$ cat src/rtl/adc_rd_pkg.sv
package adc_rd_pkg;

    typedef enum logic [2:0] {
        ST_WAKE,
        ST_IDLE,
        ST_CONV,
        ST_SCLK_LO,
        ST_SCLK_HI,
        ST_CS_HOLD
    } rd_state_t;

    function automatic int unsigned max2(input int unsigned a, input int unsigned b);
        return (a > b) ? a : b;
    endfunction

endpackage

$ cat src/rtl/adc_rd_sync.sv
module adc_rd_sync #(
    parameter int unsigned STAGES = 2
) (
    input  logic clk,
    input  logic rst_n,
    input  logic d,
    output logic q
);
    logic [STAGES-1:0] chain;

    always_ff @(posedge clk or negedge rst_n) begin
        if (!rst_n) chain[0] <= 1'b0;
        else        chain[0] <= d;
    end

    for (genvar g = 1; g < STAGES; g++) begin : g_stage
        always_ff @(posedge clk or negedge rst_n) begin
            if (!rst_n) chain[g] <= 1'b0;
            else        chain[g] <= chain[g-1];
        end
    end

    assign q = chain[STAGES-1];
endmodule

$ cat src/rtl/adc_rd_timer.sv
module adc_rd_timer #(
    parameter int unsigned W       = 8,
    parameter int unsigned RST_VAL = 0
) (
    input  logic         clk,
    input  logic         rst_n,
    input  logic         load,
    input  logic [W-1:0] load_val,
    output logic         expired
);
    logic [W-1:0] cnt;

    always_ff @(posedge clk or negedge rst_n) begin
        if (!rst_n)            cnt <= W'(RST_VAL);
        else if (load)         cnt <= load_val;
        else if (cnt != '0)    cnt <= cnt - 1'b1;
    end

    assign expired = (cnt == '0);
endmodule

$ cat src/rtl/adc_rd_frame.sv
module adc_rd_frame #(
    parameter int unsigned DATA_BITS = 10,
    parameter int unsigned SUB_BITS  = 2
) (
    input  logic                 clk,
    input  logic                 rst_n,
    input  logic                 arm,
    input  logic                 long_sel,
    input  logic                 sample,
    input  logic                 bit_in,
    input  logic                 timed_out,
    output logic                 last,
    output logic [DATA_BITS-1:0] result,
    output logic [SUB_BITS-1:0]  sub_bits,
    output logic                 frame_err
);
    localparam int unsigned SHORT_N = DATA_BITS + 1;
    localparam int unsigned LONG_N  = SHORT_N + SUB_BITS;
    localparam int unsigned IDX_W   = $clog2(LONG_N + 1);

    logic [IDX_W-1:0]     idx;
    logic                 long_q;
    logic                 mark_q;
    logic [DATA_BITS-1:0] data_q;
    logic [SUB_BITS-1:0]  sub_q;
    logic                 in_data;
    logic [DATA_BITS-1:0] data_nx;
    logic [SUB_BITS-1:0]  sub_nx;

    assign last    = (idx == (long_q ? IDX_W'(LONG_N - 1) : IDX_W'(SHORT_N - 1)));
    assign in_data = (idx != '0) && (idx <= IDX_W'(DATA_BITS));
    assign data_nx = DATA_BITS'({data_q, bit_in});
    assign sub_nx  = SUB_BITS'({sub_q, bit_in});

    always_ff @(posedge clk or negedge rst_n) begin
        if (!rst_n) begin
            idx    <= '0;
            long_q <= 1'b0;
            mark_q <= 1'b0;
            data_q <= '0;
            sub_q  <= '0;
        end else if (arm) begin
            idx    <= '0;
            long_q <= long_sel;
        end else if (sample) begin
            idx <= idx + 1'b1;
            if (idx == '0)    mark_q <= bit_in;
            else if (in_data) data_q <= data_nx;
            else              sub_q  <= sub_nx;
        end
    end

    always_ff @(posedge clk or negedge rst_n) begin
        if (!rst_n) begin
            result    <= '0;
            sub_bits  <= '0;
            frame_err <= 1'b0;
        end else if (sample && last) begin
            result    <= in_data ? data_nx : data_q;
            sub_bits  <= long_q ? sub_nx : '0;
            frame_err <= timed_out | ~mark_q;
        end
    end
endmodule

$ cat src/rtl/adc_rd_ctrl.sv
module adc_rd_ctrl
    import adc_rd_pkg::*;
#(
    parameter int unsigned DATA_BITS   = 10,
    parameter int unsigned SUB_BITS    = 2,
    parameter int unsigned HALF_CYC    = 12,
    parameter int unsigned CONV_CYC    = 375,
    parameter int unsigned CSH_CYC     = 12,
    parameter int unsigned WAKE_CYC    = 200,
    parameter int unsigned SYNC_STAGES = 2
) (
    input  logic                 clk,
    input  logic                 rst_n,
    input  logic                 start,
    input  logic                 long_read,
    output logic                 busy,
    output logic                 done,
    output logic [DATA_BITS-1:0] result,
    output logic [SUB_BITS-1:0]  sub_bits,
    output logic                 frame_err,
    output logic                 cs_n,
    output logic                 sclk,
    input  logic                 dout
);
    localparam int unsigned MAX_CYC = max2(max2(HALF_CYC, CONV_CYC), max2(CSH_CYC, WAKE_CYC));
    localparam int unsigned TW      = $clog2(MAX_CYC + 1);

    rd_state_t     state_q, state_d;
    logic          tmr_load;
    logic [TW-1:0] tmr_val;
    logic          tmr_exp;
    logic          frm_arm;
    logic          frm_sample;
    logic          frm_last;
    logic          fin;
    logic          ds, ds_prev, eoc_rise;
    logic          timed_out_q;

    adc_rd_sync #(.STAGES(SYNC_STAGES)) u_sync (
        .clk(clk), .rst_n(rst_n), .d(dout), .q(ds)
    );

    always_ff @(posedge clk or negedge rst_n) begin
        if (!rst_n) ds_prev <= 1'b0;
        else        ds_prev <= ds;
    end

    assign eoc_rise = ds & ~ds_prev;

    adc_rd_timer #(.W(TW), .RST_VAL(WAKE_CYC - 1)) u_timer (
        .clk(clk), .rst_n(rst_n), .load(tmr_load), .load_val(tmr_val), .expired(tmr_exp)
    );

    adc_rd_frame #(.DATA_BITS(DATA_BITS), .SUB_BITS(SUB_BITS)) u_frame (
        .clk(clk), .rst_n(rst_n), .arm(frm_arm), .long_sel(long_read),
        .sample(frm_sample), .bit_in(ds), .timed_out(timed_out_q),
        .last(frm_last), .result(result), .sub_bits(sub_bits), .frame_err(frame_err)
    );

    // next-state and control decode
    always_comb begin
        state_d    = state_q;
        tmr_load   = 1'b0;
        tmr_val    = '0;
        frm_arm    = 1'b0;
        frm_sample = 1'b0;
        fin        = 1'b0;
        unique case (state_q)
            ST_WAKE: begin
                if (tmr_exp) state_d = ST_IDLE;
            end
            ST_IDLE: begin
                if (start) begin
                    state_d  = ST_CONV;
                    tmr_load = 1'b1;
                    tmr_val  = TW'(CONV_CYC - 1);
                    frm_arm  = 1'b1;
                end
            end
            ST_CONV: begin
                if (eoc_rise || tmr_exp) begin
                    state_d  = ST_SCLK_LO;
                    tmr_load = 1'b1;
                    tmr_val  = TW'(HALF_CYC - 1);
                end
            end
            ST_SCLK_LO: begin
                if (tmr_exp) begin
                    state_d  = ST_SCLK_HI;
                    tmr_load = 1'b1;
                    tmr_val  = TW'(HALF_CYC - 1);
                end
            end
            ST_SCLK_HI: begin
                if (tmr_exp) begin
                    frm_sample = 1'b1;
                    tmr_load   = 1'b1;
                    if (frm_last) begin
                        state_d = ST_CS_HOLD;
                        tmr_val = TW'(CSH_CYC - 1);
                        fin     = 1'b1;
                    end else begin
                        state_d = ST_SCLK_LO;
                        tmr_val = TW'(HALF_CYC - 1);
                    end
                end
            end
            ST_CS_HOLD: begin
                if (tmr_exp) state_d = ST_IDLE;
            end
            default: state_d = ST_IDLE;
        endcase
    end

    // state register
    always_ff @(posedge clk or negedge rst_n) begin
        if (!rst_n) state_q <= ST_WAKE;
        else        state_q <= state_d;
    end

    // how the conversion wait ended
    always_ff @(posedge clk or negedge rst_n) begin
        if (!rst_n)
            timed_out_q <= 1'b0;
        else if (state_q == ST_CONV && (eoc_rise || tmr_exp))
            timed_out_q <= ~eoc_rise;
    end

    // registered outputs decoded from the next state
    always_ff @(posedge clk or negedge rst_n) begin
        if (!rst_n) begin
            cs_n <= 1'b1;
            sclk <= 1'b0;
            busy <= 1'b1;
            done <= 1'b0;
        end else begin
            cs_n <= !(state_d inside {ST_CONV, ST_SCLK_LO, ST_SCLK_HI});
            sclk <= (state_d == ST_SCLK_HI);
            busy <= (state_d != ST_IDLE);
            done <= fin;
        end
    end
endmodule

$ cat config.mk
export PLATFORM = sky130hd
export DESIGN_NAME = adc_rd_ctrl
export DESIGN_NICKNAME = d
export VERILOG_FILES = /design/src/rtl/adc_rd_pkg.sv /design/src/rtl/adc_rd_sync.sv /design/src/rtl/adc_rd_timer.sv /design/src/rtl/adc_rd_frame.sv /design/src/rtl/adc_rd_ctrl.sv
export SDC_FILE = /design/constraint.sdc
export NUM_CORES = 1
export LEC_CHECK = 0
export BUFFER_PORTS_ARGS = -buffer_cell sky130_fd_sc_hd__buf_4
export CORE_MARGIN = 3
export CORE_UTILIZATION = 40
export DETAILED_ROUTE_END_ITERATION = 10
export PLACE_DENSITY_LB_ADDON = 0.1
export SLEW_MARGIN = 20
export SYNTH_ARGS = -nofsm -noshare
export SYNTH_HDL_FRONTEND = slang
export SYNTH_SLANG_ARGS = --single-unit
$ cat constraint.sdc
create_clock -name clk -period 2.55 [get_ports clk]
set_clock_uncertainty 0.1 [all_clocks]
set_input_delay 0.3825 -clock clk [delete_from_list [all_inputs] [get_ports clk]]
set_output_delay 0.3825 -clock clk [all_outputs]
set_load 0.02 [all_outputs]
Yosys cells after proc, flatten, opt, wreduce, memory -nomap -nowiden --
Index checks and enable logic that the tools add are counted.
Word-level totals: register bits 50, output and inout port bits 17, logic and storage cells 84
Operators by class: add/subtract/negate cells 2, $lt $le $gt $ge 1, equality and inequality tests 10, mux-type cells 27, bitwise operators 8, reduce and logical (&&, ||, !) cells 18
Operators with widths (count):
- 9-bit two-way mux | 3
- 9-bit one-hot mux with 3 select lines | 1
- 3-bit two-way mux | 7
- 4-bit two-way mux | 4
- 3-bit one-hot mux with 5 select lines | 1
- 3-bit by 2-bit == test with 1-bit output, second input constant | 4
- 10-bit two-way mux | 1
- 3-bit == test, second input constant | 3
- 9-bit logical NOT | 1
- 9-bit nonzero test | 1
- 9-bit by 1-bit subtractor with 9-bit output, second input constant | 1
- 1-bit two-way mux | 8
- 1-bit inverter | 6
- 3-bit AND reduction | 2
- 4-bit by 1-bit adder with 4-bit output, second input constant | 1
- 4-bit == test | 1
- 4-bit less-or-equal comparator, second input constant | 1
- 4-bit logical NOT | 1
- 4-bit AND reduction | 1
- 2-bit nonzero test | 2
- 4-bit nonzero test | 1
- 2-bit OR reduction | 2
- 3-bit by 1-bit == test with 1-bit output, second input constant | 1
- 1-bit logical AND | 3
- other kinds (9) | 9

Depth between registers and ports, before layout --
depth after elaboration 8, gate-level depth with buffers 7, gate-level depth less buffers 6

Modules after synthesis --
Synthesis repeated with hierarchy kept, for this count alone.
Unflattened totals: cells, all modules 229, area, all modules 2536.2 µm²
By module, submodules not included:
- adc_rd_frame | times used 1, cells an instance 116, area each 1425.1 µm², seq. area each 750.7 µm²
- adc_rd_timer | times used 1, cells an instance 57, area each 540.5 µm², seq. area each 231.5 µm²
- adc_rd_ctrl | times used 1, cells an instance 54, area each 520.5 µm², seq. area each 227.7 µm²
- adc_rd_sync | times used 1, cells an instance 2, area each 50.0 µm², seq. area each 50.0 µm²

Worst setup path after synthesis --
OpenSTA, ideal clock, no wires.
path kind register to register, from register u_timer.cnt[3], to register u_frame.mark_q, data arrival time 2.098 ns, data required time 2.325 ns, slack 0.228 ns, stages on the path, launching flop included 6, path buffers 1, clock period less this slack 2.322 ns, path through dfrtp_1 or4_1 buf_2 nor4_4 and3b_1 mux2_2
On the way: cells in the longest elaborated chain, start to end 4
Ends and longest elaborated chain:
- from (decl) | line adc_rd_timer.sv:11 | logic [W-1:0] cnt;
- from (signal assigned) | line adc_rd_timer.sv:14 | if (!rst_n) cnt <= W'(RST_VAL);
- from (signal assigned) | line adc_rd_timer.sv:15 | else if (load) cnt <= load_val;
- from (signal assigned) | line adc_rd_timer.sv:16 | else if (cnt != '0) cnt <= cnt - 1'b1;
- 9-bit logical NOT | line adc_rd_timer.sv:19 | assign expired = (cnt == '0);
- 1-bit two-way mux | line adc_rd_ctrl.sv:95 | if (tmr_exp) begin
- 1-bit two-way mux | line adc_rd_ctrl.sv:68 | unique case (state_q)
- 3-bit AND reduction (no source line)
- to (signal assigned) | line adc_rd_frame.sv:47 | if (idx == '0) mark_q <= bit_in;
- to (decl) | line adc_rd_frame.sv:23 | logic mark_q;
No other way between the ends. A chain may end at the register's enable or synchronous reset.

Worst setup path in the final report --
from register u_timer.cnt[0], to register u_frame.mark_q
Same word-level chain as after synthesis.

==> impl_results.md <==
* Slowest-stage cell, CP: or3b_2
* WP buf/inv at 2
* CP Launch Type: flop
* WP data arrival at 2.48 ns
* Total power draw at 1.28 mW
* Fin crit period at around 2.4 ns
* Area Overhead vs Synth at 15.9%
* Violated checks: negative hold slack
* Clock Sinks at 50
* Largest family of logic cells by synthesized area: simple AND/OR/NAND/NOR gates
* Leakage power at 1.26 nW
* Compound-Gate Fraction of Synth Area at 13.2%
* CTS tree: done
* ANT cells at 0
* Detail Route Antenna Nets at 0
* R2R depth at 7
* Vias in the first global route at ~1,700
* Hold Slack at -0.00718 ns
* Final WL at 4.94 mm
* GR Util All Layers at 14.8%
* Synth Area in XOR/XNOR at roughly 3.2%
* Grt ovf at 0
* Crit path required time at between 2 and 3 ns
* CP delay by family, top: simple AND/OR/NAND/NOR gates
* Critical Path Max Stage Delay at roughly 0.49 ns
* Final Hold Viols at 6
* Reg-to-reg endpoint: u_frame.mark_q$_DFFE_PN0P_
* Cts hold-fix bufs at 0
* Largest net degree at the start of global routing at 51
* Total vias in the final route at 1,734
* Critical R2R Launch: u_timer.cnt[0]$_DFFE_PN1P_
* DR WL/cell at 15.2 µm
* Synth Area in Simple Gates at roughly 15%
* Die area at between 7000 and 8000 µm²
* First-pass GRT wire length at between 8 and 9 mm
* Max-slew violations at 0
* Fin cells at around 320
* DR iter-0 viols at 40
* DP HPWL at 3.33 mm
* Setup Crit Path Kind: flop to flop
* Synthesized net count at 233
* Setup-failing EPs final at 0
* Post-CTS sizing at 0
* GPL Wtd Cong at approximately 0.81
* PD cells at 455 nW/µm²
* Vias per cell at between 5 and 6
* CTS Buf Count at 5
* Layout fillers at 543
* Slew @ Worst Pin at about 0.64 ns
* Initial antenna violation count at 0
* Avg Inst Size Synth at 10.9 µm²
* Outcome: complete, but fails checks
* Dpl cells at 316
* Row count at 27
* Max Freq at between 400 and 500 MHz
* # nets final at ~260
* Initial Util at 42.8%
* Critical path peak fanout at 28
* Layout cells sized above 1 at between 20 and 30%
* Reg-to-reg slack, setup at about 0.16 ns
* VDD IR-drop max at roughly 240 µV
* Core Area at about 5700 µm²
* Worst hold path type: primary input to asynchronous set/reset pin
* Proportion of synthesized area in mux cells at about 11%
* Max cap viols at 0
* CP cell instances: inv_1, ha_1, or3b_2, nor4_4, buf_12, and3b_1, mux2_2
* Syn. warnings at 0
* Unrepaired setup endpoints after global routing: false
* I/O Pins at 22
* Post-synth cell types at slightly above 40
* Clock transition at path regs at about 0.090 ns
* DIE HEIGHT at about 84 µm
* Post-CTS Setup Bufs at 0
* Seq/Total Area, Yosys at around half
* Post-Synth Adder-Cell Area at about 2.6%
* Pre-antenna DRT Iters at 4
* Final Cycle Share at around 94%
* Synth Cell Area at between 2000 and 2500 µm²
* Die width at ~84 µm
* CTS root buf: clkbuf_8
* Worst-skew pair later-pin latency at ~0.30 ns
* Clk buf depth at 2
* H-tree depth at 2
* Post-route DRC at 0
* Gate Count Post-Synth at about 220
* FF+latch count, synth at 50
* I/O Buffers at 21
* Setup TNS at 0 ns
* Crit. End Element: flop
* Max transition margin at ~58%
kinds of logic (layout without fill, tap and decap cells):
| family | Yosys count | after routing |
|---|---|---|
| adders and majority gates | 5 | 5 |
| and+or+nand+nor | 59 | 59 |
| buffers and inverters | 21 | 50 |
| xor gates and xnor gates | 9 | 9 |
| DFF | 50 | 50 |
| AOI/OAI and AO/OA | 54 | 54 |
| muxes | 25 | 25 |
power by group:
| group | switching, mW | total, mW | internal, mW |
|---|---|---|---|
| clock | 0.266 | 0.462 | 0.196 |
| sequential | 0.00229 | 0.797 | 0.795 |
| combinational | 0.0167 | 0.0213 | 0.00462 |
synth_stat cells, drive strengths merged:
| master | count | area, µm² |
|---|---|---|
| and3b | 2 | 17.5 |
| or2 | 2 | 12.5 |
| mux2 | 14 | 158 |
| o221ai | 1 | 8.76 |
| clkbuf | 9 | 33.8 |
| nand4 | 3 | 18.8 |
| nor2 | 14 | 52.6 |
| dfstp | 7 | 184 |
| buf | 3 | 17.5 |
| o2111ai | 1 | 8.76 |
| o41ai | 2 | 17.5 |
| or3b | 4 | 35.0 |
| o211ai | 1 | 7.51 |
| o31ai | 1 | 7.51 |
| mux2i | 11 | 110 |
| o211a | 1 | 10.0 |
| xnor2 | 5 | 43.8 |
| or4b | 1 | 10.0 |
| nand2b | 2 | 12.5 |
| nor3b | 3 | 22.5 |
| o21ai | 13 | 65.1 |
| nand3 | 4 | 20.0 |
| nand2 | 8 | 37.5 |
| a211oi | 1 | 7.51 |
| nor4 | 4 | 40.0 |
| dfrtp | 43 | 1080 |
| or4 | 1 | 7.51 |
| a21oi | 17 | 85.1 |
| o22a | 1 | 8.76 |
| nor2b | 6 | 37.5 |
| a31oi | 13 | 81.3 |
| nor4b | 1 | 8.76 |
| and3 | 1 | 6.26 |
| ha | 5 | 62.6 |
| inv | 9 | 33.8 |
| nor3 | 3 | 15.0 |
| o22ai | 2 | 12.5 |
| xor2 | 4 | 35.0 |
worst max-delay path by stage:
stage	from	endpoint	cells past startpoint
final	u_timer.cnt[0]$_DFFE_PN1P_	u_frame.mark_q$_DFFE_PN0P_	7
after global routing	u_timer.cnt[0]$_DFFE_PN1P_	u_frame.mark_q$_DFFE_PN0P_	7
after CTS	u_timer.cnt[0]$_DFFE_PN1P_	u_frame.mark_q$_DFFE_PN0P_	7
after detailed placement	u_timer.cnt[0]$_DFFE_PN1P_	u_frame.mark_q$_DFFE_PN0P_	7
after global placement	u_timer.cnt[0]$_DFFE_PN1P_	u_frame.mark_q$_DFFE_PN0P_	7
after floorplan	u_timer.cnt[3]$_DFFE_PN0P_	u_frame.mark_q$_DFFE_PN0P_	5
stage by stage:
stage | utilization (%) | area, µm² | worst slack (ns)
floorplan | - | 2430 | 0.228
global placement | 48.1 | 2730 | 0.235
detailed placement | 48.1 | 2730 | 0.177
CTS | 49.6 | 2810 | 0.155
global route | 49.6 | 2810 | 0.0684
finish | 49.6 | 2810 | 0.160
per-layer routing:
| layer | track usage [%] | vias up | share of wire [%] |
|---|---|---|---|
| li1 | - | 857 | - |
| met1 | 20.5 | 850 | 49 |
| met2 | 23.6 | 23 | 47 |
| met3 | 2.76 | 4 | 2.6 |
| met4 | 3.95 | 0 | 0.71 |
| met5 | 0 | - | 0 |
layout by cell type (no fill, tap or decap), types with 2 or more instances in the layout:
master,count
xor2_1,4
nand3_1,4
nor3_1,3
dfrtp_1,43
nand4_1,3
o21ai_0,13
or2_2,2
mux2i_1,11
xnor2_1,5
and3b_1,2
or3b_2,4
o22ai_1,2
mux2_2,14
a21oi_1,17
a31oi_1,13
nor4_1,3
nor3b_1,3
nand2b_1,2
clkbuf_8,5
dfstp_2,7
ha_1,5
buf_4,32
nand2_1,7
inv_1,9
o41ai_1,2
nor2b_1,6
nor2_1,14
sequential cells by signal, indices dropped and copies added, names as in the netlist, 2 cells and up:
signal            count
state_q               3
u_frame.data_q       10
u_frame.idx           4
u_frame.result       10
u_frame.sub_bits      2
u_timer.cnt           9
layout make-up:
class	count	area, µm²	area share, %
Clock buffer	6	72.6	2.58
Clock inverter	2	13.8	0.489
Inverter	9	33.8	1.20
Multi-Input combinational cell	152	1080	38.5
Sequential cell	50	1260	44.8
Tap cell	72	90.1	3.20
Timing Repair Buffer	33	260	9.25
Power figures use the tool's default switching activity.
